--- src/rtl/stkop_pkg.sv ---
package stkop_pkg;
  localparam int OPC_W   = 6;
  localparam int OFF_W   = 5;
  localparam int IMM_W   = 7;
  localparam int BYTE_W  = 8;
  localparam logic [OFF_W-1:0] OFF_FLIP = 5'h10;

  typedef enum logic [OPC_W-1:0] {
    OP_BREAK, OP_ILLEGAL, OP_PUSHSP, OP_POPPC, OP_ADD, OP_AND, OP_OR,
    OP_LOAD, OP_NOT, OP_FLIP, OP_NOP, OP_STORE, OP_POPSP, OP_ADDSP,
    OP_DOUBLE, OP_LOADSP, OP_STORESP, OP_IMM,
    OP_LOADH, OP_STOREH, OP_LTS, OP_LES, OP_LTU, OP_LEU, OP_SWAPH,
    OP_MUL, OP_SHRL, OP_SHL, OP_SHRA, OP_CALL, OP_EQ, OP_NE, OP_NEG,
    OP_SUB, OP_XOR, OP_LOADB, OP_STOREB, OP_DIV, OP_MOD, OP_BRZ,
    OP_BRNZ, OP_POPPCREL, OP_CONFIG, OP_PUSHPC, OP_SYSCALL,
    OP_PUSHSPADD, OP_MUL16, OP_CALLREL
  } op_e;

  typedef struct packed {
    op_e              op;
    logic [OFF_W-1:0] word_off;
    logic             brk;
    logic             seq_pc;
    logic             push_fixed;
  } dec_t;
endpackage

--- src/rtl/stkop_classify.sv ---
module stkop_classify
  import stkop_pkg::*;
(
  input  logic [BYTE_W-1:0] code,
  output dec_t              dec
);
  localparam int GRP_BASE = 2;

  logic [OPC_W-1:0] grp_idx;
  op_e              op_c;
  logic [OFF_W-1:0] off_c;

  assign grp_idx = OPC_W'(OP_LOADH) + {1'b0, code[4:0]} - OPC_W'(GRP_BASE);

  always_comb begin
    op_c  = OP_ILLEGAL;
    off_c = '0;
    if (code[7]) begin
      op_c = OP_IMM;
    end else if (code[6:5] == 2'b11) begin
      op_c  = OP_LOADSP;
      off_c = code[4:0] ^ OFF_FLIP;
    end else if (code[6:5] == 2'b10) begin
      op_c  = OP_STORESP;
      off_c = code[4:0] ^ OFF_FLIP;
    end else if (code[6:4] == 3'b001) begin
      op_c  = (code[3:0] == 4'd0) ? OP_DOUBLE : OP_ADDSP;
      off_c = {1'b0, code[3:0]};
    end else if (code[6:5] == 2'b01) begin
      op_c = (code[4:0] >= 5'(GRP_BASE)) ? op_e'(grp_idx) : OP_ILLEGAL;
    end else begin
      case (code[3:0])
        4'h0:    op_c = OP_BREAK;
        4'h2:    op_c = OP_PUSHSP;
        4'h4:    op_c = OP_POPPC;
        4'h5:    op_c = OP_ADD;
        4'h6:    op_c = OP_AND;
        4'h7:    op_c = OP_OR;
        4'h8:    op_c = OP_LOAD;
        4'h9:    op_c = OP_NOT;
        4'hA:    op_c = OP_FLIP;
        4'hB:    op_c = OP_NOP;
        4'hC:    op_c = OP_STORE;
        4'hD:    op_c = OP_POPSP;
        default: op_c = OP_ILLEGAL;
      endcase
    end
  end

  always_comb begin
    dec.op         = op_c;
    dec.word_off   = off_c;
    dec.brk        = (op_c == OP_BREAK) || (op_c == OP_ILLEGAL);
    dec.seq_pc     = !(op_c inside {OP_POPPC, OP_POPPCREL, OP_CALL,
                                    OP_CALLREL, OP_BRZ, OP_BRNZ});
    dec.push_fixed = op_c inside {OP_PUSHSP, OP_PUSHPC, OP_LOADSP};
  end
endmodule

--- src/rtl/stkop_imm.sv ---
module stkop_imm
  import stkop_pkg::*;
#(
  parameter int DATA_W = 32
) (
  input  logic              clk,
  input  logic              rst,
  input  logic              in_valid,
  input  logic              in_is_imm,
  input  logic [IMM_W-1:0]  payload,
  input  logic [DATA_W-1:0] tos_in,
  output logic              run_q,
  output logic              first,
  output logic [DATA_W-1:0] value
);
  localparam int EXT_W = DATA_W - IMM_W;

  assign first = !run_q;
  assign value = run_q ? {tos_in[EXT_W-1:0], payload}
                       : {{EXT_W{payload[IMM_W-1]}}, payload};

  always_ff @(posedge clk) begin
    if (rst)           run_q <= 1'b0;
    else if (in_valid) run_q <= in_is_imm;
  end

  assert_run_ends_R5: assert property (@(posedge clk) disable iff (rst)
    (in_valid && !in_is_imm) |=> !run_q);
  assert_gap_keeps_R5: assert property (@(posedge clk) disable iff (rst)
    !in_valid |=> run_q == $past(run_q));
endmodule

--- src/rtl/stkop_decoder.sv ---
module stkop_decoder
  import stkop_pkg::*;
#(
  parameter int DATA_W = 32
) (
  input  logic              clk,
  input  logic              rst,
  input  logic              in_valid,
  input  logic [7:0]        in_byte,
  input  logic [DATA_W-1:0] tos_in,
  output logic              out_valid,
  output logic [5:0]        out_op,
  output logic [4:0]        out_word_off,
  output logic [DATA_W-1:0] out_imm_value,
  output logic              out_push,
  output logic              out_break,
  output logic              out_seq_pc
);
  dec_t              dec;
  logic              run_q;
  logic              imm_first;
  logic [DATA_W-1:0] imm_val;
  logic              is_imm;

  assign is_imm = in_byte[BYTE_W-1];

  stkop_classify u_cls (
    .code (in_byte),
    .dec  (dec)
  );

  stkop_imm #(.DATA_W(DATA_W)) u_imm (
    .clk       (clk),
    .rst       (rst),
    .in_valid  (in_valid),
    .in_is_imm (is_imm),
    .payload   (in_byte[IMM_W-1:0]),
    .tos_in    (tos_in),
    .run_q     (run_q),
    .first     (imm_first),
    .value     (imm_val)
  );

  always_ff @(posedge clk) begin
    if (rst || !in_valid) begin
      out_valid     <= 1'b0;
      out_op        <= '0;
      out_word_off  <= '0;
      out_imm_value <= '0;
      out_push      <= 1'b0;
      out_break     <= 1'b0;
      out_seq_pc    <= 1'b0;
    end else begin
      out_valid     <= 1'b1;
      out_op        <= dec.op;
      out_word_off  <= dec.word_off;
      out_imm_value <= is_imm ? imm_val : '0;
      out_push      <= dec.push_fixed | (is_imm & imm_first);
      out_break     <= dec.brk;
      out_seq_pc    <= dec.seq_pc;
    end
  end

  assert_idle_R2: assert property (@(posedge clk) disable iff (rst)
    !in_valid |=> (!out_valid && !out_push && !out_break));
  assert_first_push_R3: assert property (@(posedge clk) disable iff (rst)
    (out_valid && out_op == OP_IMM) |-> (out_push == !$past(run_q)));
  assert_sext_R3: assert property (@(posedge clk) disable iff (rst)
    (out_valid && out_op == OP_IMM && out_push) |->
      ($countones(out_imm_value[DATA_W-1:IMM_W-1]) == 0 ||
       $countones(out_imm_value[DATA_W-1:IMM_W-1]) == DATA_W-IMM_W+1));
  assert_break_R10: assert property (@(posedge clk) disable iff (rst)
    out_break |-> (out_valid && (out_op == OP_BREAK || out_op == OP_ILLEGAL)));
  assert_flow_R11: assert property (@(posedge clk) disable iff (rst)
    (out_valid && !out_seq_pc) |->
      (out_op inside {OP_POPPC, OP_POPPCREL, OP_CALL, OP_CALLREL, OP_BRZ, OP_BRNZ}));
  assert_loadsp_push_R12: assert property (@(posedge clk) disable iff (rst)
    (out_valid && out_op == OP_LOADSP) |-> out_push);
endmodule

--- config.mk ---
export PLATFORM = sky130hd
export DESIGN_NAME = stkop_decoder
export DESIGN_NICKNAME = d
export VERILOG_FILES = /design/src/rtl/stkop_pkg.sv /design/src/rtl/stkop_classify.sv /design/src/rtl/stkop_imm.sv /design/src/rtl/stkop_decoder.sv
export SDC_FILE = /design/constraint.sdc
export NUM_CORES = 1
export LEC_CHECK = 0
export BUFFER_PORTS_ARGS = -buffer_cell sky130_fd_sc_hd__buf_2
export CAP_MARGIN = 40
export CORE_MARGIN = 4
export CORE_UTILIZATION = 30
export CTS_CLUSTER_SIZE = 10
export DETAILED_ROUTE_END_ITERATION = 12
export GPL_ROUTABILITY_DRIVEN = 0
export PLACE_DENSITY = 0.67
export SYNTH_ARGS = -nofsm -noshare
export SYNTH_HDL_FRONTEND = slang
export SYNTH_SLANG_ARGS = --single-unit
export TNS_END_PERCENT = 1
--- constraint.sdc ---
create_clock -name clk -period 4.8 [get_ports clk]
set_clock_uncertainty 0.1 [all_clocks]
set_input_delay 0.48 -clock clk [delete_from_list [all_inputs] [get_ports clk]]
set_output_delay 0.48 -clock clk [all_outputs]
set_load 0.03 [all_outputs]
# ---- Yosys cells after proc, flatten, opt, wreduce, memory -nomap -nowiden
# Memory sizes are Yosys's and may differ from the RTL's.
# Index checks and enable logic that the tools add are counted.
dict set report totals {
  reg_bits 48
  romBits 64
  inputBits 43
  output_inout_bits 47
  word_cells 53
  n_memories 1
}
dict set report classes {
  n_addsub 2
  order_cmp 1
  eq_ne 14
  mux 12
  n_bitwise 4
  reduce_logical 11
}
# name words width rd rd_ports_with_merged_regs wr line
set memory_table {}
lappend memory_table {{(name not given)} 16 4 1 0 0 stkop_classify.sv:32} ;# case (code[3:0])
# op count
set ops {}
lappend ops {{$mux 6} 6}
lappend ops {{$mux 32} 1}
lappend ops {{$eq 6x6->1 const B} 5}
lappend ops {{$eq 6x2->1 const B} 2}
lappend ops {{$mux 5} 2}
lappend ops {{$add 5x5->6 const A} 1}
lappend ops {{$eq 6x1->1 const B} 1}
lappend ops {{$eq 6x4->1 const B} 1}
lappend ops {{$eq 6x5->1 const B} 1}
lappend ops {{$logic_not 6->1} 1}
lappend ops {{$reduce_bool 6->1} 1}
lappend ops {{$sub 6x2->6 const B} 1}
lappend ops {{$ge 5x2->1 const B} 1}
lappend ops {{$eq 2x2->1 const B} 2}
lappend ops {{$logic_not 4->1} 1}
lappend ops {{$mux 4} 1}
lappend ops {{$reduce_or 2->1} 2}
lappend ops {{$eq 3x1->1 const B} 1}
lappend ops {{$logic_not 1->1} 3}
lappend ops {{$reduce_bool 3->1} 1}
lappend ops {{$eq 2x1->1 const B} 1}
lappend ops {{$logic_or 1x1->1} 2}
lappend ops {{$mux 2} 1}
lappend ops {{$not 1->1} 2}
lappend ops {{3 further kinds} 3}

# ---- Logic depth before layout (Yosys ltp)
dict set report depth {
  depth_word 11
  ltp_mapped 7
  depth_no_buf 7
}

# ---- By module
# Synthesis repeated with hierarchy kept, for this count alone.
dict set report hier_totals {
  cells_unflattened 241
  hier_area_um2 2139.6
}
# mod n_inst cells_each area_per_inst_um2 seq_area_each_um2
set by_module_without_submodules {}
lappend by_module_without_submodules {stkop_decoder 1 100 1318.8 940.9}
lappend by_module_without_submodules {stkop_classify 1 73 474.2 0.0}
lappend by_module_without_submodules {stkop_imm 1 68 346.6 20.0}

# ---- Worst setup path after synthesis
# No wires, ideal clock.
dict set report synth_path {
  path_kind {input-to-reg}
  startpoint {input port in_byte[1]}
  endpoint {register out_push}
  setup_time_ns 0.059
  arrival_ns 1.907
  required_ns 4.641
  slack_ns 2.735
  stages 7
  n_path_buf 0
  path_cell_list {inv_1 ha_1 o211a_1 a31o_1 or4b_1 o41ai_2 a31o_1}
}
dict set report synth_via {
  elab_chain_cells 11
  word_cells_on_any_way 17
  cone_classes {add/sub (2); order compare (1); eq/ne (3); mux (7); bitwise (1); reduce/logical (2); memory (1)}
}
# element line
set synth_rtl {}
lappend synth_rtl {{start: declaration} stkop_decoder.sv:9} ;# input logic [7:0] in_byte,
lappend synth_rtl {{$add 5x5->6} stkop_classify.sv:13} ;# assign grp_idx = OPC_W'(OP_LOADH) + {1'b0, code[4:0]} - OPC_W'(GRP_BASE);
lappend synth_rtl {{$sub 6x2->6} stkop_classify.sv:13}
lappend synth_rtl {{$mux 6} stkop_classify.sv:30} ;# op_c = (code[4:0] >= 5'(GRP_BASE)) ? op_e'(grp_idx) : OP_ILLEGAL;
lappend synth_rtl {{$mux 6} stkop_classify.sv:29} ;# end else if (code[6:5] == 2'b01) begin
lappend synth_rtl {{$mux 6 *} stkop_classify.sv:26} ;# end else if (code[6:4] == 3'b001) begin
lappend synth_rtl {{$mux 6 *} stkop_classify.sv:23} ;# end else if (code[6:5] == 2'b10) begin
lappend synth_rtl {{$mux 6 *} stkop_classify.sv:20} ;# end else if (code[6:5] == 2'b11) begin
lappend synth_rtl {{$mux 6 *} stkop_classify.sv:18} ;# if (code[7]) begin
lappend synth_rtl {{$eq 6x2->1, or another cell as far along} stkop_classify.sv:56} ;# dec.push_fixed = op_c inside {OP_PUSHSP, OP_PUSHPC, OP_LOADSP};
lappend synth_rtl {{$reduce_bool 3->1 *} stkop_classify.sv:56}
lappend synth_rtl {{$or 1x1->1 *} stkop_decoder.sv:58} ;# out_push <= dec.push_fixed | (is_imm & imm_first);
lappend synth_rtl {{end signal: assignment} stkop_decoder.sv:58}
lappend synth_rtl {{end: declaration} stkop_decoder.sv:15} ;# output logic out_push,
# Every way passes the cells marked *; elsewhere a longest branch is shown, timed or not.
# A chain may end at the register's enable or synchronous reset.

# ---- Worst setup path after layout
# Same ends and word-level chain as after synthesis.

==> metrics.txt <==
adder-cell share of the synthesized area=2.53%; Synth Instances=218; Core ar.=6390 sq um; area used by multi-input combinational logic=897 sq um; VDD IR max=0.176 mV; average cell area after synthesis=9.09 sq um; Seq. cell area=961 sq um; total DRC errors in the routed layout=0; headroom to the max-slew limit=39.6%; post-synthesis compound-gate area fraction=18.9%; Leakage=1.23 nW; power density relative to cell area=314 nW/um^2; wire length per cell=13.7 microns; fin nets=342; transition time at the pin with the least slew margin=0.904 ns; hold bufs inserted after CTS=0; clock transition at the registers of the reported paths=0.09 ns; ports placed on the boundary=90; Die Span Y=89.3 microns; combinational family with the most area after synthesis=simple AND/OR/NAND/NOR gates; Detailed Place HPWL=3.75 mm; cell area after layout=2510 sq um; Synth Register Bits=48; antenna cells=0; post-CTS setup repair buffer count=0; final WL=5.10 mm; post-synthesis async set-or-reset flop share=0%; number of distinct library cells after synthesis=47; share of layout cells above drive strength 1=35.5%; XOR/XNOR share of the synthesized area=0.442%; time the final worst path needs with I/O delays and setup=2.20 ns; global-route total usage across every layer=12.5%; Filler Cell Count=662; number of enable-type register cells in the synthesized netlist=0; setup slack of the most critical reg-to-reg path=3.14 ns; combined area of all synthesized cells=1980 sq um; initial core utilization=31.0%; highest-delay cell along the critical path=a211oi_2; Critical Path RT=4.88 ns; number of global-route vias before repair=1618; CTS H-tree depth=2; PostCTS Resize Cnt=0; endpoint kind of the worst setup timing path=register; Initial DRT Pass Iterations=4; result of the run=complete, no violations; largest driver fanout on the critical path=6; simple-gate portion of the synthesized area=21.7%; mux cell area share after synthesis=1.77%; max-cap violations=0; post-detailed-route via-to-cell ratio=4.84; largest net degree at the start of global routing=29; detailed-route via count=1804; initial detailed-routing violation count=164; final worst setup slack=2.60 ns; Worst Setup Slack post-DPL=2.29 ns; final slew viol count=0; maximum clock frequency=0.455 GHz; most common flop cell mapped by yosys=dfxtp_1; worst setup path class=in -> reg; maximum count of clock buffers along a single path=2; placed standard-cell area=2420 sq um; final-report setup violation count=0; number of nets produced by synthesis=265; crit-path max cell delay=0.44 ns; endpoints failing hold=0; Worst Path Arrival=2.28 ns; Antenna Violating Nets Remaining=0; CTS tree=built; min-delay worst type=in -> reg; critical path, cell by cell=buf_2 > inv_1 > ha_1 > nor3b_1 > o311ai_0 > a211oi_2 > o211ai_1 > a31o_1; Total Negative Setup Slacks=0 ns; clock tree sinks=48; sequential share of the synthesized area=48.5%; Yosys warning count=0; Worst Setup Start Kind=input pin; number of antenna violations at the first check in global routing=0; die outline width=89.3 microns; area of the die=7970 sq um; Period Utilization, post-route=45.8%; setup repair after global routing missed its margin=false; buffers added on ports=82; layout overhead on the synthesized area=27.0%; num rows=29; clock latency reported for the late side of the worst-skew pair=0.30 ns; total CTS buffers=5; residual overflow from global routing=0; clock tree root buffer cell=clkbuf_8; first-pass GRT wire length=7.85 mm
==> report_power, final <==
group | switching (W) | internal [W] | leakage [nW] | total [W]
Clock | 0.000129 | 0.000117 | 0.0445 | 0.000246
Sequential | 0.00000614 | 0.000410 | 0.391 | 0.000416
Combinational | 0.0000818 | 0.0000444 | 0.792 | 0.000126
==> cells in the final DEF, fill, tap and decap left out, types with 2 or more instances in the layout <==
master,Yosys,routed
a21o_1,2,2
and3_1,8,8
ha_1,4,4
and3_2,2,2
nand3_1,2,2
and2b_2,2,2
clkbuf_8,2,6
buf_2,1,82
a31o_1,2,2
a21oi_1,31,31
nand2b_1,4,4
o211ai_1,3,3
nand2_1,33,33
buf_8,0,2
mux2i_1,2,2
nor2_1,20,20
o21ai_0,3,3
a211oi_1,2,2
nor3_1,5,5
inv_1,6,6
dfxtp_1,48,48
==> flip-flops by register name (all words and copies together), names as in the netlist <==
register       flops
out_word_off       5
out_imm_value     32
out_op             6
out_break          1
out_push           1
out_seq_pc         1
out_valid          1
u_imm.run_q        1
==> cells in the mapped netlist, drive strengths merged (2+ instances only) <==
library cell	n	area, sq um
a211oi	3	27.5
dfxtp	48	961
nand3	2	10.0
nor3	5	25.0
o211ai	3	22.5
a21oi	31	155
buf	4	38.8
nand2	33	124
a21o	2	15.0
mux2i	2	20.0
ha	4	50.1
and3	10	65.1
o21ai	3	15.0
nor2	20	75.1
a31o	2	17.5
clkbuf	10	57.6
o41ai	2	25.0
inv	7	26.3
and2b	2	17.5
nand2b	5	33.8
or2b	2	20.0
==> through the flow <==
stage | power [W] | utilization [%] | hold slack, ns | cells
after global routing | 0.000827 | 39.4 | 0.236 | 373
final | 0.000789 | 39.4 | 0.233 | 373
after floorplan | 0.000511 | - | 0.452 | 218
after global placement | 0.000547 | 37.4 | 0.549 | 363
after detailed placement | 0.000552 | 37.9 | 0.550 | 365
after CTS | 0.000802 | 39.4 | 0.223 | 373
==> kinds of logic after synthesis <==
group,count (synthesis)
xor gates and xnor gates,1
muxes,3
adders and majority gates,4
DFF,48
buffers and inverters,21
AOI/OAI and AO/OA,54
and+or+nand+nor,87
==> final timing paths <==
kind | to | start | cells past startpoint
hold reg to reg | out_imm_value[19] | u_imm.run_q | 2
setup / recovery | out_push | in_byte[1] | 8
hold / removal | u_imm.run_q | rst | 2
setup reg to reg | out_imm_value[30] | u_imm.run_q | 3
==> critical path, delay by kind of cell <==
kind / cells / cell delay (ns)
and+or+nand+nor: 1 / 0.26
buffers and inverters: 2 / 0.26
AOI/OAI and AO/OA: 4 / 1.03
adders and majority gates: 1 / 0.25
==> metal layers <==
layer	track usage, %	vias up	wire (microns)	part of all wire, %
met5	0	-	0	0
met2	20.0	70	2520	49
met4	4.47	0	52	1.0
met1	16.6	820	2220	43
li1	-	908	-	-
met3	2.76	6	313	6.1
==> area by class of cell <==
cell class	instances	area share (%)
Clock inverter	1	0.299
Tap cell	77	3.83
Clock buffer	7	3.43
Inverter	7	1.04
Multi-Input combinational cell	149	35.7
Sequential cell	48	38.2
Timing Repair Buffer	84	17.5
No activity file was read; power rests on OpenSTA's default activity.
